**src/rtl/rfs_pkg.sv**
```systemverilog
package rfs_pkg;
    localparam int DATA_W = 8;

    typedef struct packed {
        logic [DATA_W-1:0] data;
        logic              last;
        logic              ovf;
        logic              phy;
    } rfs_entry_t;

    typedef enum logic [1:0] {
        S_IDLE = 2'd0,
        S_RECV = 2'd1,
        S_DROP = 2'd2
    } rfs_state_e;
endpackage

```
**src/rtl/rfs_framer.sv**
```systemverilog
module rfs_framer
    import rfs_pkg::*;
#(
    parameter int LEN_W = 8
) (
    input  logic              clk,
    input  logic              rst_n,
    input  logic              mode_fast,
    input  logic [LEN_W-1:0]  max_len,
    input  logic              in_valid,
    input  logic              space_ok,
    input  logic [DATA_W-1:0] in_data,
    input  logic              in_eof,
    input  logic              in_abort,
    input  logic              in_encerr,
    input  logic              in_noend,
    output logic              wr_en,
    output rfs_entry_t        wr_ent
);
    localparam int CNT_W = LEN_W + 1;

    rfs_state_e       state, state_nx;
    logic [CNT_W-1:0] cnt;
    logic [CNT_W-1:0] cnt_nx;
    logic             phy_acc;
    logic             accept, closing, err_now, over;

    assign accept  = in_valid && space_ok;
    assign closing = in_eof || in_abort || in_noend;
    assign err_now = mode_fast ? (in_encerr || in_noend) : in_abort;
    assign cnt_nx  = cnt + 1'b1;
    assign over    = cnt_nx > {1'b0, max_len};

    always_ff @(posedge clk) begin
        if (!rst_n) begin
            state   <= S_IDLE;
            cnt     <= '0;
            phy_acc <= 1'b0;
        end else begin
            state <= state_nx;
            if (accept && state != S_DROP) begin
                if (closing || over) begin
                    cnt     <= '0;
                    phy_acc <= 1'b0;
                end else begin
                    cnt     <= cnt_nx;
                    phy_acc <= phy_acc || err_now;
                end
            end
        end
    end

    always_comb begin
        state_nx    = state;
        wr_en       = 1'b0;
        wr_ent      = '0;
        wr_ent.data = in_data;
        unique case (state)
            S_IDLE, S_RECV: begin
                if (accept) begin
                    wr_en       = 1'b1;
                    wr_ent.last = closing || over;
                    wr_ent.ovf  = over;
                    wr_ent.phy  = (closing || over) && (phy_acc || err_now);
                    if (closing)   state_nx = S_IDLE;
                    else if (over) state_nx = S_DROP;
                    else           state_nx = S_RECV;
                end
            end
            S_DROP: begin
                if (accept && closing) state_nx = S_IDLE;
            end
            default: state_nx = S_IDLE;
        endcase
    end


    drop_quiet_chk: assert property (@(posedge clk) disable iff (!rst_n)
        state == S_DROP |-> !wr_en);


    ovf_marks_last_chk: assert property (@(posedge clk) disable iff (!rst_n)
        (wr_en && wr_ent.ovf) |-> wr_ent.last);


    idle_zero_chk: assert property (@(posedge clk) disable iff (!rst_n)
        (state != S_RECV) |-> (cnt == '0));
endmodule

```
**src/rtl/rfs_fifo.sv**
```systemverilog
module rfs_fifo
    import rfs_pkg::*;
#(
    parameter int DEPTH = 16
) (
    input  logic       clk,
    input  logic       rst_n,
    input  logic       wr_en,
    input  rfs_entry_t wr_ent,
    input  logic       rd_en,
    output rfs_entry_t rd_ent,
    output logic       empty,
    output logic       full
);
    localparam int              AW       = $clog2(DEPTH);
    localparam logic [AW-1:0]   LAST_PTR = AW'(DEPTH - 1);
    localparam logic [AW:0]     FULL_CNT = (AW + 1)'(DEPTH);

    rfs_entry_t    mem [DEPTH];
    logic [AW-1:0] wr_ptr, rd_ptr;
    logic [AW:0]   count;
    logic          do_wr, do_rd;

    assign empty  = (count == '0);
    assign full   = (count == FULL_CNT);
    assign do_wr  = wr_en && !full;
    assign do_rd  = rd_en && !empty;
    assign rd_ent = mem[rd_ptr];

    always_ff @(posedge clk) begin
        if (do_wr) mem[wr_ptr] <= wr_ent;
    end

    always_ff @(posedge clk) begin
        if (!rst_n) begin
            wr_ptr <= '0;
            rd_ptr <= '0;
            count  <= '0;
        end else begin
            if (do_wr) wr_ptr <= (wr_ptr == LAST_PTR) ? '0 : wr_ptr + 1'b1;
            if (do_rd) rd_ptr <= (rd_ptr == LAST_PTR) ? '0 : rd_ptr + 1'b1;
            unique case ({do_wr, do_rd})
                2'b10:   count <= count + 1'b1;
                2'b01:   count <= count - 1'b1;
                default: count <= count;
            endcase
        end
    end


    no_overflow_chk: assert property (@(posedge clk) disable iff (!rst_n)
        wr_en |-> !full);


    empty_pop_chk: assert property (@(posedge clk) disable iff (!rst_n)
        (empty && !wr_en) |=> empty);
endmodule

```
**src/rtl/rfs_flags.sv**
```systemverilog
module rfs_flags (
    input  logic clk,
    input  logic rst_n,
    input  logic head_valid,
    input  logic head_last,
    input  logic head_ovf,
    input  logic head_phy,
    input  logic pop,
    input  logic stat_rd,
    output logic fe_q,
    output logic len_q,
    output logic phy_q
);
    logic head_seen;
    logic evt;

    assign evt = head_valid && !head_seen && head_last;

    always_ff @(posedge clk) begin
        if (!rst_n) begin
            head_seen <= 1'b0;
            fe_q      <= 1'b0;
            len_q     <= 1'b0;
            phy_q     <= 1'b0;
        end else begin
            if (pop && head_valid) head_seen <= 1'b0;
            else if (head_valid)   head_seen <= 1'b1;

            if (evt)          fe_q <= 1'b1;
            else if (stat_rd) fe_q <= 1'b0;

            if (evt && head_ovf) len_q <= 1'b1;
            else if (stat_rd)    len_q <= 1'b0;

            if (evt && head_phy) phy_q <= 1'b1;
            else if (stat_rd)    phy_q <= 1'b0;
        end
    end


    fe_source_chk: assert property (@(posedge clk) disable iff (!rst_n)
        $rose(fe_q) |-> $past(head_valid && head_last));


    set_wins_chk: assert property (@(posedge clk) disable iff (!rst_n)
        evt |=> fe_q);


    rd_clear_chk: assert property (@(posedge clk) disable iff (!rst_n)
        (stat_rd && !evt) |=> (!fe_q && !len_q && !phy_q));
endmodule

```
**src/rtl/rx_frame_status.sv**
```systemverilog
module rx_frame_status
    import rfs_pkg::*;
#(
    parameter int DEPTH = 16,
    parameter int LEN_W = 8
) (
    input  logic              clk,
    input  logic              rst_n,
    input  logic              mode_fast,
    input  logic [LEN_W-1:0]  max_len,
    input  logic              in_valid,
    output logic              in_ready,
    input  logic [DATA_W-1:0] in_data,
    input  logic              in_eof,
    input  logic              in_abort,
    input  logic              in_encerr,
    input  logic              in_noend,
    input  logic              pop,
    output logic              rx_empty,
    output logic [DATA_W-1:0] head_data,
    output logic              head_last,
    input  logic              stat_rd,
    output logic              st_frame_end,
    output logic              st_max_len,
    output logic              st_phy_err
);
    logic       wr_en, full, empty;
    rfs_entry_t wr_ent, rd_ent;

    assign in_ready  = !full;
    assign rx_empty  = empty;
    assign head_data = rd_ent.data;
    assign head_last = rd_ent.last;

    rfs_framer #(.LEN_W(LEN_W)) u_framer (
        .clk       (clk),
        .rst_n     (rst_n),
        .mode_fast (mode_fast),
        .max_len   (max_len),
        .in_valid  (in_valid),
        .space_ok  (!full),
        .in_data   (in_data),
        .in_eof    (in_eof),
        .in_abort  (in_abort),
        .in_encerr (in_encerr),
        .in_noend  (in_noend),
        .wr_en     (wr_en),
        .wr_ent    (wr_ent)
    );

    rfs_fifo #(.DEPTH(DEPTH)) u_fifo (
        .clk    (clk),
        .rst_n  (rst_n),
        .wr_en  (wr_en),
        .wr_ent (wr_ent),
        .rd_en  (pop),
        .rd_ent (rd_ent),
        .empty  (empty),
        .full   (full)
    );

    rfs_flags u_flags (
        .clk        (clk),
        .rst_n      (rst_n),
        .head_valid (!empty),
        .head_last  (rd_ent.last),
        .head_ovf   (rd_ent.ovf),
        .head_phy   (rd_ent.phy),
        .pop        (pop),
        .stat_rd    (stat_rd),
        .fe_q       (st_frame_end),
        .len_q      (st_max_len),
        .phy_q      (st_phy_err)
    );
endmodule

```
**config.mk**
```make
export PLATFORM = sky130hd
export DESIGN_NAME = rx_frame_status
export DESIGN_NICKNAME = d
export VERILOG_FILES = /design/src/rtl/rfs_pkg.sv /design/src/rtl/rfs_framer.sv /design/src/rtl/rfs_fifo.sv /design/src/rtl/rfs_flags.sv /design/src/rtl/rx_frame_status.sv
export SDC_FILE = /design/constraint.sdc
export NUM_CORES = 1
export LEC_CHECK = 0
export BUFFER_PORTS_ARGS = -buffer_cell sky130_fd_sc_hd__clkbuf_2
export CAP_MARGIN = 10
export CELL_PAD_IN_SITES_DETAIL_PLACEMENT = 1
export CELL_PAD_IN_SITES_GLOBAL_PLACEMENT = 1
export CORE_MARGIN = 2
export CORE_UTILIZATION = 53
export CTS_BUF_LIST = sky130_fd_sc_hd__clkbuf_8 sky130_fd_sc_hd__clkbuf_16
export CTS_CLUSTER_DIAMETER = 120
export CTS_CLUSTER_SIZE = 16
export DETAILED_ROUTE_END_ITERATION = 10
export GPL_TIMING_DRIVEN = 0
export PLACE_DENSITY_LB_ADDON = 0.3
export REMOVE_ABC_BUFFERS = 1
export SYNTH_ARGS = -nofsm -noshare
export SYNTH_HDL_FRONTEND = slang
export SYNTH_SLANG_ARGS = --single-unit
```
**constraint.sdc**
```tcl
create_clock -name clk -period 4.05 [get_ports clk]
set_input_delay 0.2025 -clock clk [delete_from_list [all_inputs] [get_ports clk]]
set_output_delay 0.2025 -clock clk [all_outputs]
set_load 0.01 [all_outputs]
```
* Word-level counts from Yosys, hierarchy flattened
Memory sizes are Yosys's and may differ from the RTL's. A register that Yosys moved wholly into a read port is not among the register bits.
Index checks and enable logic that the tools add are counted.
W data, S select, Z words.
** Word-level totals
- ROM bits :: 0
- Register bits after elaboration :: 29
- Memories kept :: 1
- Bits of input ports :: 26
- Latch bits :: 0
- Memory bits (writable) :: 176
** Memories
- u_fifo.mem :: depth 16, bits a word 11, read ports 1, clocked after Yosys merged registers in 1, wr ports 1, RTL line rfs_fifo.sv:19 : rfs_entry_t mem [DEPTH];
** Operators by class
- Shifts and indexed selects :: 0
- Eq/ne operators :: 10
- $lt $le $gt $ge :: 1
- Mux-type cells :: 23
- Divide/modulo/power cells :: 0
- Bitwise gates (word level) :: 1
- Multiply operators :: 0
- Reduce and logical (&&, ||, !) cells :: 27
- $add $sub $neg :: 5
** Operator list (count)
- $mux W4 :: 4
- $logic_and A1 B1 Y1 :: 10
- $mux W1 :: 10
- $pmux W5 S2 :: 1
- $add A9 B1 Y9 const B :: 1
- $gt A9 B8 Y1 :: 1
- $mux W9 :: 1
- $add A4 B1 Y4 const B :: 2
- $eq A4 B4 Y1 const B :: 2
- $mux W2 :: 4
- $reduce_bool A2 Y1 :: 4
- $mux W3 :: 2
- $add A5 B1 Y5 const B :: 1
- $eq A5 B5 Y1 const B :: 1
- $logic_not A5 Y1 :: 1
- $logic_or A1 B1 Y1 :: 5
- $sub A5 B1 Y5 const B :: 1
- $eq A2 B1 Y1 const B :: 2
- $eq A2 B2 Y1 const B :: 2
- $ne A2 B1 Y1 const B :: 2
- $pmux W2 S2 :: 1
- $reduce_or A2 Y1 :: 2
- $logic_not A1 Y1 :: 3
- $logic_not A2 Y1 :: 1
- 3 further kinds :: 3

* Logic depth before layout (Yosys ltp)
Gate-level depths: netlist of the first run.
- Word-level depth :: 8
- Depth in mapped cells :: 10
- Gate-level depth less buffers :: 10

* By module
From an unflattened synthesis of the first run, not the netlist that was laid out.
** Unflattened totals
- Cell total of the unflattened synthesis :: 514
- Area, all modules :: 8822.2 µm²
** By module, submodules not included
- rfs_fifo :: area an instance 7629.8 µm², instances 1, cells an instance 360, sequential area each 5625.4 µm²
- rfs_framer :: area an instance 1024.7 µm², instances 1, cells an instance 137, sequential area each 240.2 µm²
- rfs_flags :: area an instance 160.2 µm², instances 1, cells an instance 15, sequential area each 80.1 µm²
- rx_frame_status :: area an instance 7.5 µm², instances 1, cells an instance 2, sequential area each 0.0 µm²

* Least setup slack after synthesis of the first run
No wires, ideal clock.
- Path kind :: register -> register
- Start point :: register u_framer.cnt[0]
- End point :: memory u_fifo.mem[0][0] in the netlist's numbering (data pin)
- Path buffers :: 0
- Period minus slack after synthesis :: 3.188 ns
- Library setup time :: 0.327 ns
- Cell stages (with the launch flop) :: 11
- Slack :: 0.862 ns
- Arrival :: 2.861 ns
- Cell sequence :: dfxtp_1 -> ha_1 -> nand3_1 -> or2_1 -> xnor2_1 -> ha_1 -> nand4_1 -> o221a_2 -> o21ai_1 -> and3_1 -> nor3_1
** RTL lines
- start, declared :: RTL line rfs_framer.sv:23 : logic [CNT_W-1:0] cnt;
- start signal, assigned :: RTL line rfs_framer.sv:46 : cnt <= cnt_nx;
- end, declared :: RTL line rfs_fifo.sv:19

==> qor.txt, run 1 <==
via count = 4660
Worst Skew = 0.0146 ns
worst rel slew slack = 16.2%
CTS root buffer = clkbuf_16
grt total ovfl = 0
crit path time final = 3.68 ns
Comb pwr share = 19.5%
Skew-Pair Late Insertion Delay = 0.47 ns
IO Port Bufs = 39
DR iter-0 viols = 482
Yosys reg bits = 209
sequential share of the synthesized area = 69.2%
GR Util All Layers = 23.0%
Nets = 589
WP data required = 4.15 ns
Synth top area share = 61.5%
Initial Utilization = 54.1%
Syn. warnings = 0
post-DP HPWL = 12600 um
sw frac = 26.7%
worst hold endpoint = u_framer.state[0]
H-tree depth = 1
Fill cells = 1453
Vias per Instance = 6.05
clk sink count = 209
vias in the first global route = 5045
fin area = 0.00968 mm2
die outline width = 131 um
critical path peak fanout = 16
reg2reg start = u_framer.cnt[0]
CP max stage cell = a21oi_1
initial antenna violation count = 0
Worst path max stage delay = 1.03 ns
die area = 0.0173 mm2
Clk pwr share = 29.1%
ANT nets after route = 0
drt pass-1 iters = 5
Final setup viols = 0
Worst setup EP type = flip-flop
layout cell share with drive strength beyond 1 = 24.5%
Pint = 3760 uW
worst hold-check path type = in -> reg
CTS clk-pin slew, worst paths = 0.07 ns
Rows = 46
# diodes = 0
most common cell in the synthesized netlist = edfxtp_1
Slew Limit Fails = 0
worst reg2reg setup slack = 0.37 ns
WP data arrival = 3.78 ns
leakage = 0.00327 uW
first-pass GRT wire length = 30000 um
Yosys cell types = 53
Post-Synthesis Cells = 493
commonest cells in the netlist = 176 x edfxtp_1, 46 x mux4_2, 36 x nor2_1
cts hold-fix bufs = 0
worst hold path stage count = 3
placed inst area = 0.00917 mm2
Fin. Hold Viols = 0
Synth area leaders = edfxtp_1 61%, mux4_2 12%, dfxtp_1 7.7%, ha_1 2.6%, mux4_1 2.1%
P_sw = 1370 uW
Inserted Clock Buffers = 17
RSZ-0062 raised after global routing = false
R2R cell count = 9
RePlAce Congestion = 0.744
status = complete, no violations
final wirelength = 19000 um
largest net degree at the start of global routing = 42
Syn Area/Cell = 17.4 um2
Setup CP Type = reg -> reg
Tcrit/Tclk final = 90.9%
Hold Path Origin = in_valid
asr flop ratio synth = 0%
Cell Pwr Density = 530 mW/mm2
Synth Flop Type = edfxtp_1
Die Y = 131 um
I/O pin count = 40
number of flops mapped to enable cells by yosys = 176
DR DRC count = 0
worst hold slack = 0.0250 ns
Layout area overhead = 12.6%
crit path cell chain = ha_1, nand3_1, or2_1, xnor2_1, ha_1, nand4_1, o221a_2, o21ai_2, a21oi_1
clock buffer depth = 3
Seq pwr share = 51.4%
Max IR drop VDD = 0.290 mV
TritonCTS clock tree = done
FF-to-FF End = u_fifo.mem[1][1]
wire per inst = 24.6 um
delay-heaviest family, CP = compound AO/OA/AOI/OAI gates
Startpoint Class = flip-flop
worst path bufs/invs = 0
cell mode on critical path = ha_1
Worst Max-Slew Pin Slew = 1.26 ns
top cell type by total area after synthesis = edfxtp_1
synthesized cell area = 0.00860 mm2
Max Cap Violations = 0
fmax = 0.272 GHz
core footprint = 0.0159 mm2
how the worst max path moves through the flow:
stage | slack [ns] | cells after the start | startpoint | endpoint
after detailed placement | -0.13 | 10 | u_framer.cnt[0] | u_fifo.mem[11][0]
after global routing | 0.16 | 10 | u_framer.cnt[0] | u_fifo.mem[7][0]
after global placement | 0.005 | 4 | flip-flop | u_flags.phy_q
final | 0.37 | 9 | u_framer.cnt[0] | u_fifo.mem[1][1]
after floorplan | 0.83 | 4 | flip-flop | u_flags.phy_q
after CTS | 0.23 | 10 | u_framer.cnt[0] | u_fifo.mem[10][2]
final cells by class:
| type | count | area (um2) | share of cell area, % |
|---|---|---|---|
| multi-input combinational | 247 | 2530 | 26.2 |
| clock buffer | 17 | 425 | 4.39 |
| inverter | 14 | 52.6 | 0.543 |
| clock inverter | 12 | 57.6 | 0.594 |
| sequential | 209 | 5950 | 61.5 |
| tap | 216 | 270 | 2.79 |
| timing repair buffer | 55 | 393 | 4.06 |
repair_timing:
| item | 4_1_cts | 5_1_grt |
|---|---|---|
| pin swaps | 0 | 0 |
| gates resized for setup | 1 | 2 |
| setup endpoints to repair | 16 | 48 |
| setup buffers | 0 | 0 |
cells in the final DEF (no fill, tap or decap), drive strengths merged, types with 5 or more instances in the layout:
master    n
a21oi    15
buf      16
clkbuf   56
dfxtp    33
edfxtp  176
ha       18
inv      26
mux2i     6
mux4     53
nand2    23
nand2b    6
nand3     5
nor2     36
nor3     11
o21a      6
o21ai     9
xnor2     5
xor2      7
cells by family after synthesis:
logic type / after synthesis / share of synthesized area, %
and+or+nand+nor: 105 / 5.92
buffers and inverters: 37 / 1.80
AOI/OAI and AO/OA: 52 / 4.15
muxes: 59 / 14.9
xor gates and xnor gates: 12 / 1.22
DFF: 209 / 69.2
adders and majority gates: 19 / 2.85
metrics by stage:
stage / utilization (%) / total power (uW) / setup TNS [ns] / instances / worst slack, ns
floorplan: - / 3370 / 0 / 470 / 0.832
global placement: 56.4 / 3650 / 0 / 725 / 0.00531
detailed placement: 57.7 / 3700 / -2.14 / 739 / -0.134
CTS: 60.8 / 5190 / 0 / 768 / 0.227
global route: 60.9 / 5360 / 0 / 770 / 0.161
finish: 60.9 / 5130 / 0 / 770 / 0.368
worst register-to-register path: stages (launching register included):
cell and delay, ns:
dfxtp_1 0.40, ha_1 0.28, nand3_1 0.27, or2_1 0.36, xnor2_1 0.19, ha_1 0.29, nand4_1 0.13, o221a_2 0.21
o21ai_2 0.16, a21oi_1 1.03
metal layers:
metal | vias up | global-route usage, % | part of all wire [%]
met5 | - | 0 | 0
met3 | 37 | 4.48 | 5.2
met1 | 2408 | 30.1 | 40
met2 | 155 | 39.7 | 53
met4 | 0 | 6.82 | 2.6
li1 | 2060 | - | -
state kept, by name (all words and copies together) (netlist names), named ones only:
signal             flops
u_fifo.mem           176
u_framer.cnt           9
u_fifo.count           5
u_fifo.rd_ptr          4
u_fifo.wr_ptr          4
u_framer.state         2
u_flags.fe_q           1
u_flags.head_seen      1
u_flags.len_q          1
u_flags.phy_q          1
u_framer.phy_acc       1
power groups by stage:
stage / logic, uW / clock network (uW) / registers, uW
after floorplan: 724 / 0 / 2640
final: 1000 / 1490 / 2640
after global placement: 947 / 0 / 2700
after global routing: 1090 / 1590 / 2680
after detailed placement: 1000 / 0 / 2700
after CTS: 1010 / 1530 / 2650
No activity file was read; power rests on OpenSTA's default activity.
==> inputs of run 2 (changes only) <==
--- a/config.mk
+++ b/config.mk
@@ -10,7 +10,7 @@
 export CELL_PAD_IN_SITES_DETAIL_PLACEMENT = 1
 export CELL_PAD_IN_SITES_GLOBAL_PLACEMENT = 1
 export CORE_MARGIN = 2
-export CORE_UTILIZATION = 53
+export CORE_UTILIZATION = 48
 export CTS_BUF_LIST = sky130_fd_sc_hd__clkbuf_8 sky130_fd_sc_hd__clkbuf_16
 export CTS_CLUSTER_DIAMETER = 120
 export CTS_CLUSTER_SIZE = 16
==> constraint.sdc (replaced) <==
create_clock -name clk -period 3.35 [get_ports clk]
set_input_delay 0.1675 -clock clk [delete_from_list [all_inputs] [get_ports clk]]
set_output_delay 0.1675 -clock clk [all_outputs]
set_load 0.01 [all_outputs]
==> run 2 against run 1 <==
Hold slack better by 0.0050 ns. Routed wire length is 0.80% higher. First-iteration DRC count down 22%. Via count grew 0.97%. Power is 22% higher. Combinational power up 26%. Critical endpoint is now u_fifo.count[4]. Highest routed layer unchanged.
==> qor.txt, run 2 (synthesis gave the netlist of run 1 again) <==
status = complete, no violations
CTS root buffer = clkbuf_16
die outline width = 138 um (+4.9%)
Initial Utilization = 49.4% (-4.8 points)
IO Port Bufs = 39 (unchanged)
Tcrit/Tclk final = 95.2% (+4.3 points)
initial antenna violation count = 0 (unchanged)
CP max stage cell = or4_1
Largest Register = u_fifo.mem
Fin. Hold Viols = 0 (unchanged)
crit path cell chain = or4_1, o21a_1, ha_1, fa_1, a21o_1, a21oi_1, xor2_1, or3_1, a21oi_1
fmax = 0.314 GHz (+15%)
worst path bufs/invs = 0 (unchanged)
final setup margin = 0.161 ns (-0.207 ns)
Setup CP Type = reg -> reg
vias in the first global route = 4947 (-1.9%)
ANT nets after route = 0 (unchanged)
via count = 4705 (+0.97%)
first-pass GRT wire length = 29100 um (-3.0%)
Largest regs = u_fifo.mem x176, u_framer.cnt x9, u_fifo.count x5
crit path time final = 3.19 ns (-0.493 ns)
post-DP HPWL = 12900 um (+2.5%)
Max IR drop VDD = 0.410 mV (+42%)
Inserted Clock Buffers = 17 (unchanged)
DR DRC count = 0 (unchanged)
Worst path max stage delay = 0.60 ns (-0.43 ns)
Slew Limit Fails = 0 (unchanged)
Rows = 48 (+4.3%)
Nets = 594 (+0.85%)
WP data arrival = 3.59 ns (-0.19 ns)
clk sink count = 209 (unchanged)
I/O pin count = 40 (unchanged)
TritonCTS clock tree = done
Layout area overhead = 14.2%
Max Cap Violations = 0 (unchanged)
Core Util, Final = 56.4% (-4.6 points)
commonest non-fill, non-tap cells in the layout = 176 x edfxtp_1, 46 x mux4_2, 39 x clkbuf_2
WP data required = 3.75 ns (-0.40 ns)
commonest non-fill, non-tap cell in the layout = edfxtp_1
wire per inst = 24.4 um (-1.1%)
DP Worst Slack = -0.900 ns (-0.766 ns)
Worst Skew = 0.0212 ns (+0.00666 ns)
Vias per Instance = 5.99 (-0.96%)
fin cells = 785 (+1.9%)
Worst Max-Slew Pin Slew = 1.11 ns (-0.144 ns)
cell mode on critical path = a21oi_1
# diodes = 0 (unchanged)
Final setup viols = 0 (unchanged)
Skew-Pair Late Insertion Delay = 0.48 ns (about the same)
GR Util All Layers = 21.0% (-2.0 points)
critical path peak fanout = 6 (-10)
layout cell share with drive strength beyond 1 = 26.4% (+1.9 points)
delay-heaviest family, CP = simple AND/OR/NAND/NOR gates
core footprint = 0.0174 mm2 (+9.6%)
worst hold-check path type = in -> reg
RePlAce Congestion = 0.785 (+5.5%)
CTS clk-pin slew, worst paths = 0.08 ns (about the same)
DR iter-0 viols = 376 (-22%)
placed cell count = 749 (+1.4%)
die area = 0.0190 mm2 (+10%)
leakage = 0.00331 uW (+1.3%)
worst rel slew slack = 25.3% (+9.2 points)
largest net degree at the start of global routing = 42 (unchanged)
Die Y = 138 um (+4.9%)
grt total ovfl = 0 (unchanged)
H-tree depth = 1 (unchanged)
drt pass-1 iters = 4 (-1)
number of flip-flops in the largest register = 176 (unchanged)
Startpoint Class = flip-flop
Cell Pwr Density = 640 mW/mm2 (+21%)
setup TNS = 0 ns (unchanged)
Worst setup EP type = flip-flop
final wirelength = 19100 um (+0.80%)
clock buffer depth = 3 (unchanged)
## run 2: changes by cell type in the layout (fill, tap and decap cells not counted), sizes merged
cell / delta
buf: +3
inv: +1
dlygate4sd3: +2
## run 2: per-stage QoR
stage	hold WS (ns)	total power [uW]	area [um2]
finish	0.0300	6280	9820
global route	0.0389	6560	9820
CTS	0.0272	6330	9770
floorplan	0.266	4070	8490
global placement	0.431	4430	8970
detailed placement	0.452	4500	9200
## run 2: cell type report
type,instances,area [um2]
inverter,14,52.6
multi-input combinational,247,2590
fill,1617,7600
clock buffer,17,425
tap,225,282
timing repair buffer,60,450
sequential,209,5950
clock inverter,13,66.3
## run 2: layer usage
metal,GRT usage [%],part of all wire (%),vias up
met1,29.2,42,2470
met5,0,0,-
met3,2.72,5.0,31
met2,35.5,51,132
met4,5.56,2.0,0
li1,-,-,2072
## run 2: what timing repair did
action                                  4_1_cts  5_1_grt
gates resized for setup                       9        5
buffers inserted                              1        2
endpoints found under the hold margin         2        0
hold buffers                                  2        0
pin swaps                                     2        1
endpoints found under the setup margin       53       53
## run 2: final timing paths
kind / startpoint / endpoint / slack [ns] / cells after the start
worst min register to register: u_flags.fe_q / u_flags.fe_q / 0.49 / 2
worst max register to register: u_fifo.count[0] / u_fifo.count[4] / 0.16 / 9
worst min-delay path: rst_n / u_framer.state[1] / 0.03 / 2
worst max-delay path: u_fifo.count[0] / u_fifo.count[4] / 0.16 / 9
## run 2: report_power, final
group / internal (uW) / leakage (uW) / total [uW] / switching, uW
logic: 691 / 0.00117 / 1260 / 564
clock network: 937 / 0.000280 / 1830 / 890
registers: 2950 / 0.00185 / 3200 / 249
total: 4580 / 0.00331 / 6280 / 1700
